`src/rtl/rx_ais_pkg.sv`:
```
package rx_ais_pkg;

   typedef enum logic {
      TSRC_RECOVERED = 1'b0,
      TSRC_EXTERNAL  = 1'b1
   } tsrc_e;

   typedef struct packed {
      logic  ais;
      logic  sysfail;
      logic  rev;
      tsrc_e tsrc;
      logic  alarm;
   } rx_act_t;

   localparam rx_act_t ACT_IDLE = '{ais: 1'b0, sysfail: 1'b0, rev: 1'b0,
                                    tsrc: TSRC_RECOVERED, alarm: 1'b0};

   function automatic rx_act_t derive_act(input logic persist, input logic distant);
      rx_act_t a;
      a.ais     = persist | distant;
      a.sysfail = persist;
      a.alarm   = persist;
      a.rev     = (persist | distant) & ~distant;
      a.tsrc    = (persist | distant) ? TSRC_EXTERNAL : TSRC_RECOVERED;
      return a;
   endfunction

endpackage

```
`src/rtl/rx_ais_persist.sv`:
```
module rx_ais_persist #(
   parameter int PERSIST_TICKS = 250
) (
   input  logic clk,
   input  logic rst_n,
   input  logic tick_i,
   input  logic trig_i,
   output logic persist_nxt_o
);
   localparam int CNT_W = $clog2(PERSIST_TICKS + 2);
   localparam logic [CNT_W-1:0] LIMIT = CNT_W'(PERSIST_TICKS);

   logic [CNT_W-1:0] cnt_q;
   logic             persist_q;
   logic             limit_hit;

   assign limit_hit = trig_i & tick_i & (cnt_q == LIMIT);

   always_comb begin
      if (trig_i)
         persist_nxt_o = persist_q | limit_hit;
      else if (tick_i)
         persist_nxt_o = 1'b0;
      else
         persist_nxt_o = persist_q;
   end

   always_ff @(posedge clk) begin
      if (!rst_n) begin
         cnt_q     <= '0;
         persist_q <= 1'b0;
      end else begin
         persist_q <= persist_nxt_o;
         if (!trig_i)
            cnt_q <= '0;
         else if (tick_i && cnt_q <= LIMIT)
            cnt_q <= cnt_q + 1'b1;
      end
   end
endmodule

```
`src/rtl/rx_ais_outreg.sv`:
```
module rx_ais_outreg
   import rx_ais_pkg::*;
(
   input  logic    clk,
   input  logic    rst_n,
   input  logic    persist_i,
   input  logic    distant_i,
   output rx_act_t act_o
);
   always_ff @(posedge clk) begin
      if (!rst_n)
         act_o <= ACT_IDLE;
      else
         act_o <= derive_act(persist_i, distant_i);
   end
endmodule

```
`src/rtl/rx_ais_ctrl.sv`:
```
module rx_ais_ctrl
   import rx_ais_pkg::*;
#(
   parameter int PERSIST_TICKS = 250,
   parameter int N_LOCAL       = 4
) (
   input  logic clk,
   input  logic rst_n,
   input  logic tick_ms_i,
   input  logic lof_i,
   input  logic ber_high_i,
   input  logic line_fail_i,
   input  logic fwd_fail_i,
   input  logic distant_i,
   output logic ais_en_o,
   output logic sys_fail_o,
   output logic rev_alarm_o,
   output logic tsrc_ext_o,
   output logic ais_alarm_o
);
   initial begin
      if (PERSIST_TICKS < 1)
         $error("PERSIST_TICKS must be at least 1");
      if (N_LOCAL != 4)
         $error("N_LOCAL must match the four local defect ports");
   end

   logic [N_LOCAL-1:0] defect_vec;
   logic [N_LOCAL:0]   or_chain;
   logic               trig;
   logic               persist_nxt;
   rx_act_t            act;

   assign defect_vec = {fwd_fail_i, line_fail_i, ber_high_i, lof_i};
   assign or_chain[0] = 1'b0;

   for (genvar g = 0; g < N_LOCAL; g++) begin : g_trig_or
      assign or_chain[g+1] = or_chain[g] | defect_vec[g];
   end

   assign trig = or_chain[N_LOCAL];

   rx_ais_persist #(
      .PERSIST_TICKS(PERSIST_TICKS)
   ) i_persist (
      .clk          (clk),
      .rst_n        (rst_n),
      .tick_i       (tick_ms_i),
      .trig_i       (trig),
      .persist_nxt_o(persist_nxt)
   );

   rx_ais_outreg i_outreg (
      .clk      (clk),
      .rst_n    (rst_n),
      .persist_i(persist_nxt),
      .distant_i(distant_i),
      .act_o    (act)
   );

   assign ais_en_o    = act.ais;
   assign sys_fail_o  = act.sysfail;
   assign rev_alarm_o = act.rev;
   assign tsrc_ext_o  = (act.tsrc == TSRC_EXTERNAL);
   assign ais_alarm_o = act.alarm;
endmodule

```
`config.mk`:
```
export PLATFORM = sky130hd
export DESIGN_NAME = rx_ais_ctrl
export DESIGN_NICKNAME = d
export VERILOG_FILES = /design/src/rtl/rx_ais_pkg.sv /design/src/rtl/rx_ais_persist.sv /design/src/rtl/rx_ais_outreg.sv /design/src/rtl/rx_ais_ctrl.sv
export SDC_FILE = /design/constraint.sdc
export NUM_CORES = 1
export LEC_CHECK = 0
export BUFFER_PORTS_ARGS = -buffer_cell sky130_fd_sc_hd__buf_4
export CAP_MARGIN = 20
export CORE_AREA = 2 2 39 41
export CTS_BUF_LIST = sky130_fd_sc_hd__clkbuf_2
export CTS_CLUSTER_DIAMETER = 100
export CTS_CLUSTER_SIZE = 12
export DETAILED_ROUTE_END_ITERATION = 6
export DIE_AREA = 0 0 41 43
export PLACE_DENSITY = 0.7
export RECOVER_POWER = 100
export SYNTH_ARGS = -nofsm -noshare
export SYNTH_HDL_FRONTEND = slang
export SYNTH_SLANG_ARGS = --single-unit
```
`constraint.sdc`:
```
create_clock -name clk -period 1.68 [get_ports clk]
set_input_delay 0.084 -clock clk [delete_from_list [all_inputs] [get_ports clk]]
set_output_delay 0.084 -clock clk [all_outputs]
set_load 0.005 [all_outputs]
```
# After elaboration in Yosys (flattened, before gate mapping)
# Cells that the tools add are included.
# totals
register_bits	12
latchBits	0
mem_bits_rw	0
rom_bits	0
input_bits	8
output_inout_bits	5
elab_cells	22
mem_count	0
# classes
add_sub_neg	1
n_mul	0
div_mod_pow	0
order_cmp	1
eq_ne	1
n_shift	0
muxes	3
bitwise_logic	9
reduce_logical	2
# op_table
operator	count
$add A8 B1 Y8 const B	1
$eq A8 B8 Y1 const B	1
$le A8 B8 Y1 const B	1
$or A1 B1 Y1	5
$and A1 B1 Y1	3
$mux W1	3
$reduce_and A2 Y1	1
$logic_and A1 B1 Y1	1
$not A1 Y1	1

# Depth between registers and ports, before layout
# Gate-level depths: netlist of run 1.
# depth
word_depth	9
mapped_depth	6
depth_no_buf	6

# Hierarchy
# A second synthesis of run 1 with hierarchy kept.
# unflattened
cells_unflattened	64
area_unflattened_um2	604.3
# by_module_without_submodules
mod	n_inst	cells_each	area_per_inst_um2	seq_area_each_um2
rx_ais_persist	1	55	499.2	180.2
rx_ais_outreg	1	8	97.6	60.1
rx_ais_ctrl	1	1	7.5	0.0

# Least setup slack after synthesis of run 1
# OpenSTA, ideal clock, no wires.
# synth_path
path_type	register -> register
start	register i_persist.cnt_q[0]
end	register i_persist.cnt_q[0]
setup_ns	0.116
t_arrival_ns	1.198
required_ns	1.564
setup_slack_ns	0.366
path_stages_with_launch	7
n_path_buf	0
period_less_slack_ns	1.314
path_cell_list	dfxtp_1 -> inv_1 -> ha_1 -> and2b_2 -> o211ai_4 -> a211oi_2 -> a31o_1
# synth_between
elab_chain_cells	2
elab_cells_between_ends	3
classes_between	add/sub: 1; order compare: 1; reduce/logical: 1
# synth_lines
element	line_no	source
start, declared	rx_ais_persist.sv:13	logic [CNT_W-1:0] cnt_q;
start signal, assigned	rx_ais_persist.sv:37	cnt_q <= cnt_q + 1'b1;
$le A8 B8 Y1	rx_ais_persist.sv:36	else if (tick_i && cnt_q <= LIMIT)
$logic_and A1 B1 Y1	rx_ais_persist.sv:36	
# Parallel ways exist; a longest one is shown, timed or not.
# A chain may end at the register's enable or synchronous reset.

# Final worst setup path of run 1
# Same ends and word-level chain as after synthesis.

==> impl_metrics.toml, run 1 <==
[cts]
cts_made_buffers = 3
root_buffer = "clkbuf_2"
htreeDepth = 1
cts_num_sinks = 11
clockBufferDepth = 2
clock_latency_ns = 0.25
cts_tree = "built"
clk_pin_slew_ns = 0.11
post_cts_resized = 0
ctsHoldBuffers = 0
postCtsSetupBuffers = 0

[synth]
synth_warnings = 0
seq_area_frac_synth = 0.3513
netlist.area_leader.share = 0.3513
postSynthCellCount = 64
ys_async_sr_fraction = 0
synth_top_cell_by_area = "dfxtp_1"
synth-edff-count = 0
yosysUniqueCellTypes = 30
netlist_top_cells_area = "dfxtp_1, buf_6, nand3_1, ha_1, buf_4"
ys_top_cells_by_count = "dfxtp_1, nand3_1, a21oi_1, nor2_1, nor3_1"
avgSynthCellArea_um2 = 9.795
synth_area_um2 = 626.9
synth_most_common_cell = "dfxtp_1"
synth-seq-cells = 11
syn_nets = 74
synth_ff_type = "dfxtp_1"

[routing]
initialDrtViolationCount = 13
wl_per_cell_um = 13.00
vias = 506
first_pass_iters = 4
drc = 0
ant_nets = 0
vias_per_cell = 5.622
routed_wl_um = 1170

[die]
dieArea_um2 = 1763
fp.coreArea_um2 = 1384
ios = 13
die_x_um = 41
rows = 14
start_util = 0.4530
die_h_um = 43

[timing]
fmax_mhz = 666.9
relSlewSlack = 0.7461
slew_viol_final = 0
final.setup.tns_ns = 0
setup_viol = 0
worst_pin_slew_ns = 0.3712
rsz0062_at_grt = "false"
finalCritPeriodShare = 0.8926
skew_ns = 0.01105
finalCriticalPeriod_ns = 1.500
finalHoldViolCount = 0

[worst_setup_path]
cp_max_fo = 5
max_stage_delay_ns = 0.43
startpoint = "i_persist.cnt_q[0]$_SDFFE_PN0P_"
arrival_ns = 1.71
worstSetupPathType = "flip-flop to flip-flop"
setup.worst_path.start_class = "flip-flop"
r2r-start = "i_persist.cnt_q[0]$_SDFFE_PN0P_"
cp-end-kind = "flip-flop"
slowest_stage = "dfxtp_1"
crit_chain = "inv_1 > ha_1 > and2b_2 > o211ai_2 > a211oi_2 > a31o_1"
worstPathRequired_ns = 1.89

[finish]
syn_to_final_growth_pct = 6.986
nets = 85
final_layout_size_suffix_gt1_frac = 0.2838
diodes = 0

[grt]
overflow = 0
grt_start_max_net_pins = 12
grt_pass1_vias = 515
grt_antenna_before_repair = 0
grt_usage = 0.1876
grt_pass1_wl_um = 2214

[worst_hold_path]
hold_path_class = "input port to flip-flop"
min-delay-start = "distant_i"

[place]
gp_congestion = 0.7472
port-buffer-count = 12
hpwl_um = 876.9

[power_and_ir_drop]
max-vdd-ir-drop_v = 0.0004476
power_density_nw_per_um2 = 705.5
cellLeakagePower_nw = 0.2641
power_mw = 0.4731

[flow_run]
drv_cap = 0

[status]
status = "finished, final reports clean"
path summary, 6_finish.rpt:
path	end	slack, ns	cells past startpoint
hold reg to reg	i_persist.cnt_q[7]$_SDFFE_PN0P_	0.55	2
setup / recovery	i_persist.cnt_q[0]$_SDFFE_PN0P_	0.18	6
hold / removal	i_outreg.act_o[1]$_SDFF_PN0_	0.05	2
setup reg to reg	i_persist.cnt_q[0]$_SDFFE_PN0P_	0.18	6
per-stage QoR:
| stage | util | hold slack [ns] | cells | instance area [µm²] | worst slack [ns] |
|---|---|---|---|---|---|
| floorplan | - | 0.2016 | 64 | 626.9 | 0.3660 |
| global placement | 0.4828 | 0.3049 | 86 | 668.1 | 0.3089 |
| detailed placement | 0.4828 | 0.3028 | 86 | 668.1 | 0.2027 |
| CTS | 0.4973 | 0.04416 | 90 | 688.2 | 0.1738 |
| global route | 0.4846 | 0.02650 | 90 | 670.6 | 0.03369 |
| finish | 0.4846 | 0.04565 | 90 | 670.6 | 0.1805 |
registers in the layout, summed over array words and instances (netlist names):
signal	cells
i_persist.persist_q	1
i_persist.cnt_q	8
i_outreg.act_o	2
power breakdown:
part	internal [mW]	total [mW]	switching [mW]
Sequential	0.267	0.275	0.00840
Clock	0.0632	0.149	0.0862
Combinational	0.0267	0.0487	0.0220
Total	0.357	0.473	0.117
critical path: cells and delay by family (launching register included):
family | cells | cell delay [ns]
buffers and inverters | 1 | 0.09
flip-flops | 1 | 0.43
adder cells (fa/ha/maj) | 1 | 0.21
AND/OR/NAND/NOR | 1 | 0.23
AO/OA/AOI/OAI | 3 | 0.50
logic make-up after synthesis:
group	after synthesis	share of synthesized area
compound gates	15	0.1956
fa+ha+maj	2	0.03991
buf+inv	8	0.1277
flops	11	0.3513
simple gates	28	0.2855
cells in the final DEF (no fill, tap or decap):
master,count
nor3_1,5
clkbuf_2,4
o21ai_0,1
a211oi_2,1
and4_1,2
nor4_2,1
clkbuf_4,5
dfxtp_1,11
a31o_1,1
o211ai_2,1
a31oi_1,2
and3_1,1
and4b_1,1
buf_4,8
and2_1,1
nor4bb_1,2
a2111oi_0,1
a41oi_1,2
and3b_1,1
and2b_2,1
nor2_1,4
o21a_1,1
nand2_1,2
ha_1,2
inv_1,1
nand2b_1,1
nand3_1,6
a21oi_1,5
final cells by class:
| class | count | area (µm²) |
|---|---|---|
| Sequential cell | 11 | 220.2 |
| Fill cell | 151 | 713.2 |
| Tap cell | 16 | 20.02 |
| Multi-Input combinational cell | 45 | 309.0 |
| Clock buffer | 4 | 20.02 |
| Timing Repair Buffer | 13 | 97.59 |
| Inverter | 1 | 3.754 |
per-layer routing:
layer  part of all wire  up-vias  routed length [µm]  global-route usage
li1                   -      261                   -                   -
met1               0.43      232                 505              0.2259
met2               0.52       11                 607              0.2969
met3              0.042        2                  49             0.03665
met4             0.0068        0                   8              0.1000
met5                  0        -                   0                   0
(Power assumes the default switching activity.)
==> inputs of run 2 (changes only) <==
Settings changed: CORE_AREA 2 2 39 41 to 5 5 42 44, DIE_AREA 0 0 41 43 to 0 0 47 49.
==> impl_metrics.toml, run 2 (synthesis results as in run 1) <==
[cts]
cts_tree = "built"
clk_pin_slew_ns = 0.11
cts_num_sinks = 11
cts_made_buffers = 3
clockBufferDepth = 2
root_buffer = "clkbuf_2"
clock_latency_ns = 0.25
post_cts_resized = 0
ctsHoldBuffers = 0
htreeDepth = 1
postCtsSetupBuffers = 0

[timing]
worst_pin_slew_ns = 0.3467
slew_viol_final = 0
finalCritPeriodShare = 0.8658
final.setup.tns_ns = 0
setup_viol = 0
rsz0062_at_grt = "false"
finalCriticalPeriod_ns = 1.455
skew_ns = 0.003725
fmax_mhz = 687.5
finalHoldViolCount = 0
relSlewSlack = 0.7629

[worst_setup_path]
cp-end-kind = "flip-flop"
worstSetupPathType = "flip-flop to flip-flop"
critPathTopFamily = "compound AO/OA/AOI/OAI gates"
cp_max_fo = 5
worstPathRequired_ns = 1.89
max_stage_delay_ns = 0.42
path_depth = 6
slowest_stage = "dfxtp_1"
worst-path-buf-inv = 1
crit_chain = "inv_1 > ha_1 > and2b_1 > o211ai_4 > a211oi_1 > a31o_1"
arrival_ns = 1.66
setup.worst_path.start_class = "flip-flop"
rr_worst_depth = 6

[finish]
nets = 85
top_regs = "i_persist.cnt_q (8), i_outreg.act_o (2), i_persist.persist_q (1)"
diodes = 0
regMostFlops = "i_persist.cnt_q"
mostFrequentLayoutCell = "dfxtp_1"
mostFrequentLayoutCells = "dfxtp_1, buf_4, nand3_1"
syn_to_final_growth_pct = 8.184
final_util = 0.4839
largest_reg_flops = 8
final_layout_size_suffix_gt1_frac = 0.2703

[routing]
vias = 500
first_pass_iters = 4
drc = 0
wl_met2_um = 552
routed.top_layer = "met3"
wl_met3_um = 35
vias_per_cell = 5.556
ant_nets = 0
initialDrtViolationCount = 10
wl_per_cell_um = 12.10
wl_met1_um = 502
routed_wl_um = 1089

[place]
port-buffer-count = 12
hpwl_um = 845
gp_congestion = 0.7451

[die]
rows = 14
ios = 13
fp.coreArea_um2 = 1401
dieArea_um2 = 2303
die_x_um = 47
die_h_um = 49
start_util = 0.4473

[flow_run]
drv_cap = 0

[power_and_ir_drop]
power_density_nw_per_um2 = 699.2
max-vdd-ir-drop_v = 0.0003648
cellLeakagePower_nw = 0.2565

[worst_hold_path]
whs_path_depth = 2
hold_path_class = "input port to flip-flop"

[grt]
overflow = 0
grt_pass1_vias = 441
grt_antenna_before_repair = 0
grt_start_max_net_pins = 12
grt_usage = 0.1067
grt_pass1_wl_um = 1842

[status]
status = "finished, final reports clean"
[run 2: layout make-up]
class | count | area [µm²]
multi-input cells | 45 | 316.6
flip-flops and latches | 11 | 220.2
fillers | 146 | 723.2
repair buffers | 13 | 97.59
inverters | 1 | 3.754
clock buffers | 4 | 20.02
well taps | 16 | 20.02
[run 2: worst paths after layout]
path,from,end,slack (ns)
worst min-delay path,distant_i,i_outreg.act_o[1]$_SDFF_PN0_,0.04
worst min register to register,i_persist.cnt_q[7]$_SDFFE_PN0P_,i_persist.cnt_q[7]$_SDFFE_PN0P_,0.56
worst max-delay path,i_persist.cnt_q[0]$_SDFFE_PN0P_,i_persist.cnt_q[0]$_SDFFE_PN0P_,0.23
worst max register to register,i_persist.cnt_q[0]$_SDFFE_PN0P_,i_persist.cnt_q[0]$_SDFFE_PN0P_,0.23
[run 2: layer usage]
metal  vias to the layer above  track usage
met4                         0      0.04147
met5                         -            0
met3                         0      0.03321
li1                        259            -
met1                       232       0.1244
met2                         9       0.1742
[run 2: where the power goes]
group	switching [mW]	internal, mW
Sequential	0.00772	0.267
Clock	0.0876	0.0632
Combinational	0.0224	0.0265
[run 2: per-stage QoR]
step | hold slack (ns) | total power [mW] | setup slack, ns | cells | area, µm²
final | 0.04216 | 0.4742 | 0.2254 | 90 | 678.2
after global placement | 0.3032 | 0.3301 | 0.3106 | 86 | 668.1
after detailed placement | 0.3098 | 0.3321 | 0.2838 | 86 | 668.1
after global routing | 0.03290 | 0.5009 | 0.1356 | 90 | 678.2
after CTS | 0.02864 | 0.4857 | 0.2585 | 90 | 688.2
after floorplan | 0.2016 | 0.3134 | 0.3660 | 64 | 626.9
[run 2: worst register-to-register path, delay by kind of cell (launching register included)]
kind / cells / cell delay [ns]
AOI/OAI and AO/OA: 3 / 0.46
DFF: 1 / 0.42
and+or+nand+nor: 1 / 0.25
adders and majority gates: 1 / 0.20
buffers and inverters: 1 / 0.08
